<file path="config.mk">
export PLATFORM = sky130hd
export DESIGN_NAME = llsc_monitor
export DESIGN_NICKNAME = d
export VERILOG_FILES = /design/src/rtl/llsc_pkg.sv /design/src/rtl/llsc_addr_cmp.sv /design/src/rtl/llsc_age_ctr.sv /design/src/rtl/llsc_resv.sv /design/src/rtl/llsc_monitor.sv
export SDC_FILE = /design/constraint.sdc
export NUM_CORES = 1
export LEC_CHECK = 0
export ABC_AREA = 1
export BUFFER_PORTS_ARGS = -buffer_cell sky130_fd_sc_hd__buf_2
export CAP_MARGIN = 20
export CORE_ASPECT_RATIO = 0.5
export CORE_UTILIZATION = 58
export DETAILED_ROUTE_END_ITERATION = 10
export PLACE_DENSITY = 0.85
export REMOVE_ABC_BUFFERS = 1
export SLEW_MARGIN = 10
export SYNTH_ARGS = -nofsm -noshare
export SYNTH_HDL_FRONTEND = slang
export SYNTH_SLANG_ARGS = --single-unit
</file>
<file path="constraint.sdc">
create_clock -name clk -period 2.6 [get_ports clk]
set_input_delay 0.13 -clock clk [delete_from_list [all_inputs] [get_ports clk]]
set_output_delay 0.13 -clock clk [all_outputs]
set_load 0.05 [all_outputs]
</file>
<file path="src/rtl/llsc_pkg.sv">
package llsc_pkg;
  typedef enum logic [0:0] {
    GRAN_WORD = 1'b0,
    GRAN_PAGE = 1'b1
  } gran_e;
endpackage

</file>
<file path="src/rtl/llsc_addr_cmp.sv">
module llsc_addr_cmp #(
  parameter int ADDR_W = 32,
  parameter int LSB    = 2
) (
  input  logic [ADDR_W-1:0] a_addr,
  input  logic [ADDR_W-1:0] b_addr,
  output logic              same
);
  generate
    if (LSB >= ADDR_W) begin : g_all
      assign same = 1'b1;
    end else begin : g_cmp
      assign same = (a_addr[ADDR_W-1:LSB] == b_addr[ADDR_W-1:LSB]);
    end
  endgenerate
endmodule

</file>
<file path="src/rtl/llsc_age_ctr.sv">
module llsc_age_ctr #(
  parameter int MAX_INSTR = 512
) (
  input  logic clk,
  input  logic rst_n,
  input  logic restart,
  input  logic step,
  output logic at_limit
);
  localparam int CW = $clog2(MAX_INSTR + 1);
  localparam logic [CW-1:0] LIM = CW'(MAX_INSTR);

  logic [CW-1:0] cnt_q, cnt_d;
  logic          cnt_en;

  assign at_limit = (cnt_q == LIM);
  assign cnt_en   = restart | (step & ~at_limit);

  always_comb begin
    cnt_d = cnt_q;
    if (restart)               cnt_d = '0;
    else if (step & ~at_limit) cnt_d = cnt_q + 1'b1;
  end

  always_ff @(posedge clk or negedge rst_n) begin
    if (!rst_n)      cnt_q <= '0;
    else if (cnt_en) cnt_q <= cnt_d;
  end

  AST_CNT_BOUND: assert property (@(posedge clk) disable iff (!rst_n)
    cnt_q <= LIM);
  AST_CNT_RESTART: assert property (@(posedge clk) disable iff (!rst_n)
    restart |=> (cnt_q == '0));
endmodule

</file>
<file path="src/rtl/llsc_resv.sv">
module llsc_resv #(
  parameter int RW = 30
) (
  input  logic          clk,
  input  logic          rst_n,
  input  logic          set_en,
  input  logic          set_live,
  input  logic          clr,
  input  logic [RW-1:0] word_d,
  output logic          live_q,
  output logic [RW-1:0] word_q
);
  logic live_d;
  logic live_en;

  assign live_en = set_en | clr;

  always_comb begin
    live_d = live_q;
    if (set_en)   live_d = set_live;
    else if (clr) live_d = 1'b0;
  end

  always_ff @(posedge clk or negedge rst_n) begin
    if (!rst_n)       live_q <= 1'b0;
    else if (live_en) live_q <= live_d;
  end

  always_ff @(posedge clk) begin
    if (set_en) word_q <= word_d;
  end

  AST_LOAD_TAKES_ADDR: assert property (@(posedge clk) disable iff (!rst_n)
    set_en |=> (word_q == $past(word_d)));
endmodule

</file>
<file path="src/rtl/llsc_monitor.sv">
module llsc_monitor
  import llsc_pkg::*;
#(
  parameter int    ADDR_W     = 32,
  parameter int    WORD_BYTES = 4,
  parameter int    PAGE_BYTES = 4096,
  parameter int    MAX_INSTR  = 512,
  parameter gran_e GRAN       = GRAN_WORD
) (
  input  logic              clk,
  input  logic              rst_n,
  input  logic              ll_req,
  input  logic              sc_req,
  input  logic [ADDR_W-1:0] acc_addr,
  input  logic              retire,
  input  logic              br_taken,
  input  logic              mem_other,
  input  logic              exc_event,
  input  logic              snoop_wr,
  input  logic [ADDR_W-1:0] snoop_addr,
  output logic              sc_done,
  output logic              sc_ok,
  output logic              align_err
);
  localparam int WORD_LSB = $clog2(WORD_BYTES);
  localparam int PAGE_LSB = $clog2(PAGE_BYTES);
  localparam int SNP_LSB  = (GRAN == GRAN_PAGE) ? PAGE_LSB : WORD_LSB;
  localparam int RW       = ADDR_W - WORD_LSB;

  logic              resv_live;
  logic [RW-1:0]     resv_word;
  logic [ADDR_W-1:0] resv_full;
  logic              snp_old_eq, snp_new_eq, sc_eq;
  logic              aligned, ll_go, sc_go;
  logic              snoop_hit, kill, age_out, at_limit, age_step;
  logic              sc_pass, set_live, clr;
  logic              done_d, ok_d, aerr_d;

  assign resv_full = {resv_word, {WORD_LSB{1'b0}}};

  llsc_addr_cmp #(.ADDR_W(ADDR_W), .LSB(SNP_LSB)) u_snp_old (
    .a_addr(snoop_addr), .b_addr(resv_full), .same(snp_old_eq));
  llsc_addr_cmp #(.ADDR_W(ADDR_W), .LSB(SNP_LSB)) u_snp_new (
    .a_addr(snoop_addr), .b_addr(acc_addr), .same(snp_new_eq));
  llsc_addr_cmp #(.ADDR_W(ADDR_W), .LSB(WORD_LSB)) u_sc_cmp (
    .a_addr(acc_addr), .b_addr(resv_full), .same(sc_eq));

  assign aligned   = (acc_addr[WORD_LSB-1:0] == '0);
  assign ll_go     = ll_req & aligned;
  assign sc_go     = sc_req & aligned & ~ll_req;
  assign snoop_hit = snoop_wr & resv_live & snp_old_eq;
  assign kill      = snoop_hit | exc_event | br_taken | mem_other;
  assign age_step  = resv_live & retire;
  assign age_out   = age_step & at_limit;
  assign sc_pass   = sc_go & resv_live & sc_eq & ~kill;
  assign set_live  = ~((snoop_wr & snp_new_eq) | exc_event);
  assign clr       = sc_go | kill | age_out;

  llsc_age_ctr #(.MAX_INSTR(MAX_INSTR)) u_age (
    .clk(clk), .rst_n(rst_n), .restart(ll_go), .step(age_step),
    .at_limit(at_limit));

  llsc_resv #(.RW(RW)) u_resv (
    .clk(clk), .rst_n(rst_n), .set_en(ll_go), .set_live(set_live),
    .clr(clr), .word_d(acc_addr[ADDR_W-1:WORD_LSB]),
    .live_q(resv_live), .word_q(resv_word));

  always_comb begin
    done_d = sc_req;
    ok_d   = sc_pass;
    aerr_d = (ll_req | sc_req) & ~aligned;
  end

  always_ff @(posedge clk or negedge rst_n) begin
    if (!rst_n) begin
      sc_done   <= 1'b0;
      sc_ok     <= 1'b0;
      align_err <= 1'b0;
    end else begin
      sc_done   <= done_d;
      sc_ok     <= ok_d;
      align_err <= aerr_d;
    end
  end

  AST_SC_ANSWERS: assert property (@(posedge clk) disable iff (!rst_n)
    sc_req |=> sc_done);
  AST_OK_NEEDS_LIVE: assert property (@(posedge clk) disable iff (!rst_n)
    (sc_req && !resv_live) |=> !sc_ok);
  AST_SC_ENDS_RESV: assert property (@(posedge clk) disable iff (!rst_n)
    (sc_req && aligned && !ll_req) |=> !resv_live);
  AST_SNOOP_BEATS_SC: assert property (@(posedge clk) disable iff (!rst_n)
    (sc_req && snoop_hit) |=> !sc_ok);
  AST_EXC_CLEARS: assert property (@(posedge clk) disable iff (!rst_n)
    exc_event |=> !resv_live);
  AST_BRANCH_CLEARS: assert property (@(posedge clk) disable iff (!rst_n)
    ((br_taken || mem_other) && !ll_req) |=> !resv_live);
  AST_MISALIGN_KEEPS: assert property (@(posedge clk) disable iff (!rst_n)
    ((ll_req || sc_req) && !aligned && !kill && !age_out) |=> $stable(resv_live));
  AST_MISALIGN_FAILS: assert property (@(posedge clk) disable iff (!rst_n)
    (sc_req && !aligned) |=> (align_err && !sc_ok));
endmodule

</file>
==> results of run 1 <==
## final timing paths
kind / to / start / cells after the start / slack, ns
max: u_age.cnt_q[2] / u_age.cnt_q[0] / 9 / 0.90
min: u_resv.word_q[1] / acc_addr[3] / 1 / 0.02
max reg2reg: u_age.cnt_q[2] / u_age.cnt_q[0] / 9 / 0.90
min reg2reg: u_age.cnt_q[9] / u_age.cnt_q[9] / 2 / 0.58
max in group asynchronous: align_err / rst_n / 2 / 2.12
min in group asynchronous: u_age.cnt_q[5] / rst_n / 2 / 0.24
## report_power, final
| part | leakage [nW] | internal, mW | switching [mW] |
|---|---|---|---|
| Clock | 0.0455 | 0.217 | 0.243 |
| Combinational | 1.35 | 0.133 | 0.187 |
| Sequential | 0.465 | 0.784 | 0.0251 |
| Total | 1.86 | 1.13 | 0.455 |
## placed cells by master (no fill, tap or decap), types with 2 or more instances in the layout
| cell | count |
|---|---|
| sky130_fd_sc_hd__nor3_1 | 12 |
| sky130_fd_sc_hd__ha_1 | 2 |
| sky130_fd_sc_hd__clkbuf_1 | 2 |
| sky130_fd_sc_hd__nand3_2 | 2 |
| sky130_fd_sc_hd__nand4_1 | 13 |
| sky130_fd_sc_hd__o22ai_1 | 3 |
| sky130_fd_sc_hd__o21ai_1 | 3 |
| sky130_fd_sc_hd__clkbuf_8 | 6 |
| sky130_fd_sc_hd__dlygate4sd3_1 | 2 |
| sky130_fd_sc_hd__xnor2_1 | 27 |
| sky130_fd_sc_hd__buf_2 | 73 |
| sky130_fd_sc_hd__o21ai_0 | 11 |
| sky130_fd_sc_hd__nand3_1 | 18 |
| sky130_fd_sc_hd__o211ai_1 | 3 |
| sky130_fd_sc_hd__nor2_1 | 36 |
| sky130_fd_sc_hd__or2_2 | 3 |
| sky130_fd_sc_hd__inv_1 | 85 |
| sky130_fd_sc_hd__edfxtp_1 | 30 |
| sky130_fd_sc_hd__xor2_1 | 6 |
| sky130_fd_sc_hd__dfrtp_1 | 14 |
| sky130_fd_sc_hd__and3_1 | 2 |
| sky130_fd_sc_hd__nor3_2 | 2 |
| sky130_fd_sc_hd__nand2_1 | 167 |
| sky130_fd_sc_hd__nor2_4 | 2 |
## final cells by class
type | count | area (µm²) | share of cell area
clock buffer | 8 | 90.1 | 0.0243
inverter | 86 | 323 | 0.0869
sequential | 44 | 1250 | 0.337
timing repair buffer | 76 | 393 | 0.106
multi-input combinational | 320 | 1570 | 0.423
tap | 70 | 87.6 | 0.0236
## per-stage QoR
step	util	hold WS (ns)	power, mW
2_1_floorplan	-	-0.166	1.00
5_1_grt	0.730	0.0210	1.67
4_1_cts	0.730	0.0252	1.58
3_5_place_dp	0.708	0.0394	1.14
6_report	0.730	0.0241	1.59
3_3_place_gp	0.708	0.0379	1.13
## sequential cells by signal, summed over array words and instances, names as in the netlist
name	count
align_err	1
sc_done	1
sc_ok	1
u_age.cnt_q	10
u_resv.live_q	1
u_resv.word_q	30
## repair_timing
action / CTS / global route
setup buffers: 0 / 0
endpoints found under the setup margin: 0 / 0
resized for setup: 0 / 0
endpoints found under the hold margin: 15 / 0
hold buffers: 2 / 0
## per-layer routing
metal	GRT usage	vias to the layer above
met5	0	-
met1	0.370	1343
met2	0.481	116
met4	0.0753	0
met3	0.0583	10
li1	-	1566
## critical path, cell delays in order, from the launching register on
cell	delay (ns)
sky130_fd_sc_hd__dfrtp_1	0.44
sky130_fd_sc_hd__inv_1	0.12
sky130_fd_sc_hd__ha_1	0.22
sky130_fd_sc_hd__nand3_2	0.07
sky130_fd_sc_hd__nor2_2	0.05
sky130_fd_sc_hd__nor2_4	0.28
sky130_fd_sc_hd__inv_1	0.14
sky130_fd_sc_hd__o21ai_1	0.16
sky130_fd_sc_hd__nand2_1	0.06
sky130_fd_sc_hd__nor2_1	0.10
## cells in the mapped netlist
master | number | area (µm²)
sky130_fd_sc_hd__dfrtp_1 | 14 | 350
sky130_fd_sc_hd__inv_2 | 1 | 3.75
sky130_fd_sc_hd__nand2_2 | 1 | 6.26
sky130_fd_sc_hd__nor3_2 | 2 | 20.0
sky130_fd_sc_hd__nand3_2 | 2 | 20.0
sky130_fd_sc_hd__xnor2_1 | 27 | 236
sky130_fd_sc_hd__a21boi_0 | 1 | 7.51
sky130_fd_sc_hd__o22ai_1 | 3 | 18.8
sky130_fd_sc_hd__o211ai_1 | 3 | 22.5
sky130_fd_sc_hd__xor2_1 | 6 | 52.6
sky130_fd_sc_hd__nor2_4 | 2 | 22.5
sky130_fd_sc_hd__o21ai_0 | 11 | 55.1
sky130_fd_sc_hd__edfxtp_1 | 30 | 901
sky130_fd_sc_hd__inv_1 | 85 | 319
sky130_fd_sc_hd__o21ai_2 | 1 | 8.76
sky130_fd_sc_hd__nand2_1 | 167 | 627
sky130_fd_sc_hd__nor2_2 | 1 | 6.26
sky130_fd_sc_hd__nor3_1 | 12 | 60.1
sky130_fd_sc_hd__nor2_1 | 36 | 135
sky130_fd_sc_hd__o21ai_1 | 3 | 15.0
sky130_fd_sc_hd__buf_6 | 1 | 11.3
sky130_fd_sc_hd__nand4_1 | 13 | 81.3
sky130_fd_sc_hd__nand3_1 | 18 | 90.1
sky130_fd_sc_hd__clkbuf_4 | 1 | 7.51
sky130_fd_sc_hd__o21bai_1 | 1 | 7.51
sky130_fd_sc_hd__a21oi_1 | 1 | 5.00
sky130_fd_sc_hd__or2_2 | 3 | 18.8
sky130_fd_sc_hd__and3_1 | 2 | 12.5
sky130_fd_sc_hd__ha_1 | 2 | 25.0
sky130_fd_sc_hd__nor3b_1 | 1 | 7.51
sky130_fd_sc_hd__a21oi_2 | 1 | 8.76
## cell families (layout without fill, tap and decap cells)
family          after synthesis  in the layout
xor+xnor                     33             33
buf+inv                      88            170
flops                        44             44
compound gates               25             25
simple gates                260            260
fa+ha+maj                     2              2
==> run_results.csv, run 1 <==
group,metric,value,unit
synth,synth_cell_type_count,31,
timing,setup-violations-final,0,
finish,fillCellCount,446,
routing,wl_met3,549,µm
placement,routability_congestion_estimate,0.900,
power,p_per_area,428,mW/mm²
setup_path,setup.worst_path.class,"reg2reg",
routing,drc_viols,0,
placement,io_buffer_count,73,
synth,synthSimpleGateAreaFrac,0.350,
setup_path,critical_path_required,2.83,ns
clock_network,worstSkewPairLatency,0.30,ns
synth,synthesis.instances,452,
synth,synth-adder-area-share,0.00791,
synth,yosys_warnings,0,
die,placementRows,18,
routing,detailroute.wirelength.met2,3.54,mm
die,placeableCoreArea,0.00509,mm²
global_route,first_global_vias,2777,
finish,antennaDiodeCount,0,
routing,routed_wirelength,7.65,mm
synth,compound_cell_area_share_of_the_yosys_netlist,0.0471,
timing,hold_viol,0,
finish,drive_above_1_share,0.176,
run,maxCapViolCount,0,
global_route,gr-usage-all-layers,0.280,
clock_network,root_buffer,"sky130_fd_sc_hd__clkbuf_8",
worst_hold_path,hold_path_class,"in2reg",
die,floorplan.die.height,54.2,µm
timing,worst_slew_margin_rel,0.715,
timing,tns,0,ns
routing,wl_met1,3.48,mm
placement,place_area,0.00360,mm²
global_route,largest_net_degree_at_the_start_of_global_routing,31,
timing,period_minus_slack,1.70,ns
finish,number_of_cells_in_the_finished_layout_apart_from_fillers,604,
global_route,first_pass_grt_wire_length,12.2,mm
finish,area_growth,17.4,%
routing,route.detailed.wl_per_inst,12.7,µm
timing,min_period_over_period,0.655,
routing,drt-vias-per-instance,5.02,
global_route,congestion_overflow_gr,0,
power,leakage,1.86,nW
timing,final_worst_setup_slack,0.897,ns
timing,max_freq,587,MHz
timing,rsz0062_at_grt,"false",
status,outcome,"finished, final reports clean",
clock_network,cts.sinks,44,
synth,synth_area,0.00316,mm²
clock_network,clkTransAtPathRegs,0.09,ns
timing,worst-slew-pin-transition,0.426,ns
timing,finalMaxSlewViolations,0,
routing,route.antenna.remaining_nets,0,
routing,dr_total_vias,3035,
synth,seq_area_frac_synth,0.396,
synth,dominant_combinational_cell_family_by_area_after_synthesis,"simple AND/OR/NAND/NOR gates",
power,peakVddDrop,0.274,mV
routing,detail_route.iter0.violations,227,
setup_path,setup.worst_path.start_class,"flip-flop",
routing,topRoutingLayerUsed,"met4",
synth,syn-mean-instance-area,7.00,µm²
clock_network,cts_buffer_depth,2,
clock_network,h-tree-depth,2,
routing,detailedRoute.firstPassIterationCount,5,
setup_path,arrival,1.94,ns
synth,synth_xor_area_frac,0.0914,
setup_path,timing.critical_path.to_type,"flip-flop",
timing,finClkSkew,0.00481,ns
setup_path,worst-path-max-fanout,12,
placement,detailed_place_hpwl,6.08,mm
clock_network,cts_made_buffers,5,
synth,synth.area.mux_share,0,
die,die-width,106,µm
synth,synth_seq_cells,44,
global_route,antenna_found_initial,0,
die,initial_util,0.621,
finish,final_cell_area,0.00371,mm²
placement,placedCellCount,594,
die,top_level_ports,76,
clock_network,cts_tree,"done",
finish,num-nets-final,608,
placement,dp_worst_setup_slack,0.835,ns
die,die_area,0.00577,mm²
Power figures use the tool's default switching activity.
==> run 2, diff against run 1 <==
- CORE_UTILIZATION: 58 -> 54
- PLACE_DENSITY: 0.85 -> 0.8
- clock period: 2.6 -> 1.6 ns (I/O delays scaled with it)
==> run 2 against run 1 <==
Against the previous run: sequential power increased by 63%; routed wire length rose by 0.59%; cell count rose by 2.3%; combinational power up 73%; critical path depth is the same; clock skew rose by 0.0022 ns; global-route usage is 0.23 points lower; utilization down 3.0 points; die area is 7.2% higher; non-clock buffer count grew 11; register-to-register slack got worse by 0.82 ns; largest cell class unchanged; largest power group unchanged; highest routed layer unchanged.
==> run_results.csv, run 2 (same netlist as run 1, synthesis figures left out) <==
group,metric,value,unit
timing,final_worst_setup_slack,0.0820,ns
setup_path,arrival,1.73,ns
power,power.combinational.fraction,0.192,
setup_path,setup.worst_path.class,"reg2reg",
worst_hold_path,hold-path-endpoint,"u_resv.word_q[3]",
finish,leading_cell_type_in_the_layout_fill_and_taps_excluded,"sky130_fd_sc_hd__nand2_1",
power,leakage,1.94,nW
timing,finClkSkew,0.00701,ns
power,p_sw,790,µW
routing,detail_route.iter0.violations,209,
die,placementRows,19,
placement,place_area,0.00367,mm²
power,p_per_area,741,mW/mm²
power,clockPowerShare,0.352,
setup_path,worst_r2r_path_depth,9,
finish,antennaDiodeCount,0,
timing,max_freq,659,MHz
global_route,first_global_vias,2858,
run,maxCapViolCount,0,
worst_hold_path,min-delay-start,"acc_addr[5]",
setup_path,setup.worst_path.start_class,"flip-flop",
finish,num-nets-final,619,
power,netSwitchingFraction,0.274,
finish,fraction_of_the_core_area_covered_by_cells_at_the_end_of_the_flow,0.700,
status,outcome,"finished, final reports clean",
placement,dp_worst_setup_slack,0.0445,ns
setup_path,r2r_start,"u_age.cnt_q[0]",
routing,detailedRoute.firstPassIterationCount,4,
routing,drc_viols,0,
finish,area_growth,23.1,%
finish,regArea,0.00125,mm²
power,p_total,2.89,mW
clock_network,root_buffer,"sky130_fd_sc_hd__clkbuf_16",
finish,number_of_cells_in_the_finished_layout_apart_from_fillers,618,
setup_path,critical_path_required,1.81,ns
timing,tns,0,ns
clock_network,clkTransAtPathRegs,0.06,ns
finish,multi_input_area,0.00158,mm²
finish,registers.top_by_ff_count,"u_resv.word_q",
global_route,gr-usage-all-layers,0.277,
setup_path,worst-path-max-fanout,6,
setup_path,crit-reg2reg-capture,"u_age.cnt_q[1]",
timing,setup-violations-final,0,
power,peakVddDrop,0.601,mV
placement,routability_congestion_estimate,0.884,
worst_hold_path,min_path_cells,1,
clock_network,cts.sinks,44,
finish,fillCellCount,503,
die,top_level_ports,76,
clock_network,cts_tree,"done",
clock_network,worstSkewPairLatency,0.29,ns
power,power.internal,2.10,mW
timing,worst-slew-pin-transition,0.389,ns
routing,drt-vias-per-instance,4.90,
finish,final_cell_area,0.00389,mm²
placement,io_buffer_count,73,
placement,placedCellCount,602,
setup_path,timing.reg2reg.setup_slack,0.08,ns
power,power.sequential.fraction,0.456,
finish,drive_above_1_share,0.193,
global_route,antenna_found_initial,0,
global_route,congestion_overflow_gr,0,
global_route,first_pass_grt_wire_length,12.8,mm
finish,flip_flop_count_of_the_largest_register_all_copies_and_words_added,30,
routing,dr_total_vias,3028,
timing,period_minus_slack,1.52,ns
die,placeableCoreArea,0.00556,mm²
clock_network,cts_buffer_depth,2,
global_route,largest_net_degree_at_the_start_of_global_routing,21,
die,initial_util,0.569,
setup_path,timing.critical_path.to_type,"flip-flop",
clock_network,cts_made_buffers,5,
timing,timing.hold.ws,0.00215,ns
timing,rsz0062_at_grt,"false",
finish,biggestRegsByFlops,"u_resv.word_q (30), u_age.cnt_q (10)",
die,floorplan.die.height,56.1,µm
clock_network,h-tree-depth,2,
finish,layout.cells.most_common_list,"sky130_fd_sc_hd__nand2_1 (167), sky130_fd_sc_hd__inv_1 (85), sky130_fd_sc_hd__buf_2 (73)",
placement,detailed_place_hpwl,5.96,mm
routing,routed_wirelength,7.69,mm
timing,hold_viol,0,
worst_hold_path,hold_path_class,"in2reg",
die,die-width,110,µm
timing,min_period_over_period,0.949,
timing,finalMaxSlewViolations,0,
timing,worst_slew_margin_rel,0.739,
routing,route.detailed.wl_per_inst,12.4,µm
die,die_area,0.00619,mm²
routing,route.antenna.remaining_nets,0,
-- run 2: cell types whose count changed in the layout (fill, tap and decap cells not counted), sizes merged --
| cell | change |
|---|---|
| buf | +8 |
| clkbuf | -3 |
| clkinv | +3 |
| dlygate4sd3 | +3 |
-- run 2: layout make-up --
cell class                      instances  share of cell area
Inverter                               86              0.0829
Timing Repair Buffer                   87               0.130
Clock buffer                            5              0.0321
Tap cell                               73              0.0235
Clock inverter                          3             0.00482
Sequential cell                        44               0.322
Multi-Input combinational cell        320               0.405
-- run 2: worst max path at each step --
stage,from,endpoint,slack (ns),cells past startpoint
after global routing,u_age.cnt_q[0],u_age.cnt_q[0],0.007,9
after floorplan,acc_addr[1],u_resv.word_q[0],0.04,3
after CTS,u_age.cnt_q[0],u_age.cnt_q[6],0.03,9
after global placement,u_age.cnt_q[0],u_age.cnt_q[3],0.11,9
after detailed placement,u_age.cnt_q[0],u_age.cnt_q[6],0.04,9
final,u_age.cnt_q[0],u_age.cnt_q[1],0.08,9
-- run 2: power groups by stage --
stage,Sequential [mW],Combinational [mW],Clock (mW)
3_5_place_dp,1.34,0.522,0
6_report,1.32,0.555,1.02
2_1_floorplan,1.34,0.283,0
3_3_place_gp,1.34,0.512,0
4_1_cts,1.32,0.536,1.04
5_1_grt,1.32,0.629,1.09
-- run 2: per-layer routing --
metal	vias to the layer above	track usage	share of wire
met5	-	0	0
met4	0	0.0695	0.013
met3	12	0.0703	0.054
met2	88	0.451	0.46
met1	1340	0.370	0.47
li1	1588	-	-
-- run 2: what timing repair did --
| item | in CTS | in global routing |
|---|---|---|
| hold buffers | 5 | 0 |
| gates resized for setup | 0 | 5 |
| endpoints found under the hold margin | 18 | 0 |
| setup endpoints to repair | 0 | 7 |
| buffers inserted | 0 | 3 |
-- run 2: worst max-delay path, stage by stage, from the launching register on --
cell,delay (ns)
sky130_fd_sc_hd__dfrtp_2,0.43
sky130_fd_sc_hd__inv_1,0.08
sky130_fd_sc_hd__ha_1,0.18
sky130_fd_sc_hd__nand3_2,0.10
sky130_fd_sc_hd__nor2_4,0.15
sky130_fd_sc_hd__nor2_4,0.05
sky130_fd_sc_hd__buf_12,0.13
sky130_fd_sc_hd__nor2_4,0.09
sky130_fd_sc_hd__inv_1,0.10
sky130_fd_sc_hd__o21ai_0,0.14
==> run 3, diff against run 2 <==
- REMOVE_ABC_BUFFERS: 1 -> unset
==> run 3 against run 2 <==
Against the previous run: critical path type unchanged; maximum frequency grew 2.1%; via count grew 2.4%; critical endpoint is now u_age.cnt_q[0]; largest cell class unchanged; sequential power is essentially flat; highest routed layer unchanged.
==> run_results.csv, run 3 (same netlist as run 1, synthesis figures left out) <==
group,metric,value,unit
global_route,antenna_found_initial,0,
setup_path,worst_path_most_repeated_cell,"sky130_fd_sc_hd__nor2_4",
status,outcome,"finished, final reports clean",
setup_path,setup.worst_path.start_class,"flip-flop",
clock_network,h-tree-depth,2,
setup_path,crit_path_top_delay_cell,"sky130_fd_sc_hd__dfrtp_1",
finish,area_growth,23.1,%
power,power.internal,2.25,mW
finish,fillCellCount,491,
timing,worst_slew_margin_rel,0.651,
routing,drt-vias-per-instance,5.03,
die,floorplan.die.height,56.1,µm
setup_path,cp_slowest_stage_delay,0.41,ns
timing,min_period_over_period,0.929,
placement,place_area,0.00365,mm²
placement,routability_congestion_estimate,0.966,
global_route,gr-usage-all-layers,0.267,
setup_path,setup.worst_path.class,"reg2reg",
finish,flip_flop_count_of_the_largest_register_all_copies_and_words_added,30,
routing,detailedRoute.firstPassIterationCount,5,
timing,timing.hold.ws,0.00531,ns
power,leakage,1.95,nW
die,die_area,0.00619,mm²
power,power.sequential.fraction,0.430,
routing,dr_total_vias,3101,
power,p_per_area,786,mW/mm²
power,p_sw,808,µW
timing,hold_viol,0,
routing,route.antenna.remaining_nets,0,
finish,drive_above_1_share,0.189,
clock_network,cts.sinks,44,
finish,biggestRegsByFlops,"u_resv.word_q (30), u_age.cnt_q (10)",
die,placementRows,19,
finish,layout.cells.most_common_list,"sky130_fd_sc_hd__nand2_1 (167), sky130_fd_sc_hd__inv_1 (85), sky130_fd_sc_hd__buf_2 (73)",
power,netSwitchingFraction,0.264,
placement,detailed_place_hpwl,6.07,mm
clock_network,root_buffer,"sky130_fd_sc_hd__clkbuf_16",
die,initial_util,0.569,
timing,setup-violations-final,0,
worst_hold_path,min_path_cells,1,
timing,max_freq,673,MHz
clock_network,cts_buffer_depth,2,
setup_path,timing.critical_path.to_type,"flip-flop",
setup_path,cpLargestDelayFamily,"simple AND/OR/NAND/NOR gates",
finish,antennaDiodeCount,0,
setup_path,critical_path_required,1.81,ns
setup_path,worst-path-max-fanout,5,
setup_path,number_of_buffers_and_inverters_on_the_critical_path,2,
timing,finClkSkew,0.00626,ns
power,clockPowerShare,0.389,
power,power.combinational.fraction,0.181,
placement,io_buffer_count,73,
finish,final_cell_area,0.00389,mm²
synth,syn-num-nets,527,
finish,num-nets-final,618,
setup_path,arrival,1.70,ns
clock_network,worstSkewPairLatency,0.29,ns
timing,worst-slew-pin-transition,0.520,ns
run,maxCapViolCount,0,
power,peakVddDrop,0.615,mV
global_route,first_pass_grt_wire_length,12.3,mm
global_route,first_global_vias,2731,
clock_network,cts_made_buffers,5,
timing,period_minus_slack,1.49,ns
die,die-width,110,µm
worst_hold_path,hold_path_class,"in2reg",
setup_path,crit_cells,8,
setup_path,worst_r2r_path_depth,8,
finish,registers.top_by_ff_count,"u_resv.word_q",
global_route,congestion_overflow_gr,0,
routing,detail_route.iter0.violations,247,
die,placeableCoreArea,0.00556,mm²
finish,leading_cell_type_in_the_layout_fill_and_taps_excluded,"sky130_fd_sc_hd__nand2_1",
clock_network,clkTransAtPathRegs,0.07,ns
routing,drc_viols,0,
routing,route.detailed.wl_per_inst,13.0,µm
clock_network,cts_tree,"done",
setup_path,path_cells,"inv_1 -> ha_1 -> nand3_2 -> nor2_4 -> nor2_4 -> nor2_4 -> inv_1 -> o21ai_0",
die,top_level_ports,76,
routing,routed_wirelength,8.02,mm
timing,finalMaxSlewViolations,0,
global_route,largest_net_degree_at_the_start_of_global_routing,31,
run 3: cell types whose count changed in the layout (fill, tap and decap cells not counted), sizes merged:
cell and change:
buf -2, clkinv -2, bufinv +1, inv +1, nor2 +1
run 3: cell type report:
type,instances,area [µm²],area share
Sequential cell,44,1250,0.321
Timing Repair Buffer,85,480,0.123
Tap cell,73,91.3,0.0235
Clock inverter,3,41.3,0.0106
Clock buffer,5,125,0.0321
Multi-Input combinational cell,321,1580,0.406
Inverter,86,323,0.0829
run 3: worst paths after layout:
check	startpoint	end	slack [ns]
hold / removal	acc_addr[9]	u_resv.word_q[7]	0.005
max in group asynchronous	rst_n	sc_ok	1.14
setup reg to reg	u_age.cnt_q[1]	u_age.cnt_q[0]	0.11
hold reg to reg	u_age.cnt_q[7]	u_age.cnt_q[7]	0.58
min in group asynchronous	rst_n	align_err	0.21
setup / recovery	u_age.cnt_q[1]	u_age.cnt_q[0]	0.11
run 3: layer usage:
metal  vias up  track usage  share of wire
met5         -            0              0
met2       108        0.429           0.46
met3        19       0.0691          0.073
li1       1586            -              -
met1      1388        0.363           0.45
met4         0       0.0602          0.013
run 3: what timing repair did:
action,in CTS,in global routing
setup endpoints to repair,0,3
setup buffers,0,2
endpoints found under the hold margin,18,0
gates resized for setup,0,1
hold buffers,5,0
run 3: metrics by stage:
step	power [mW]	cells	utilization	TNS, ns	setup slack, ns
floorplan	1.63	452	-	0	0.184
global placement	1.85	601	0.656	0	0.142
detailed placement	1.86	601	0.656	0	0.112
CTS	3.07	614	0.695	0	0.0804
global route	3.19	617	0.700	-0.00428	-0.00428
finish	3.06	617	0.700	0	0.113
run 3: worst reg2reg max path, stage by stage, from the launching register on:
cell and delay, ns:
sky130_fd_sc_hd__dfrtp_1 0.41, sky130_fd_sc_hd__inv_1 0.10, sky130_fd_sc_hd__ha_1 0.18, sky130_fd_sc_hd__nand3_2 0.10, sky130_fd_sc_hd__nor2_4 0.18, sky130_fd_sc_hd__nor2_4 0.09
sky130_fd_sc_hd__nor2_4 0.10, sky130_fd_sc_hd__inv_1 0.09, sky130_fd_sc_hd__o21ai_0 0.16
run 3: power groups by stage:
stage | logic (mW) | registers [mW] | clock network (mW)
after floorplan | 0.285 | 1.34 | 0
after global placement | 0.516 | 1.34 | 0
after detailed placement | 0.526 | 1.34 | 0
after CTS | 0.540 | 1.31 | 1.21
after global routing | 0.622 | 1.32 | 1.25
final | 0.555 | 1.32 | 1.19
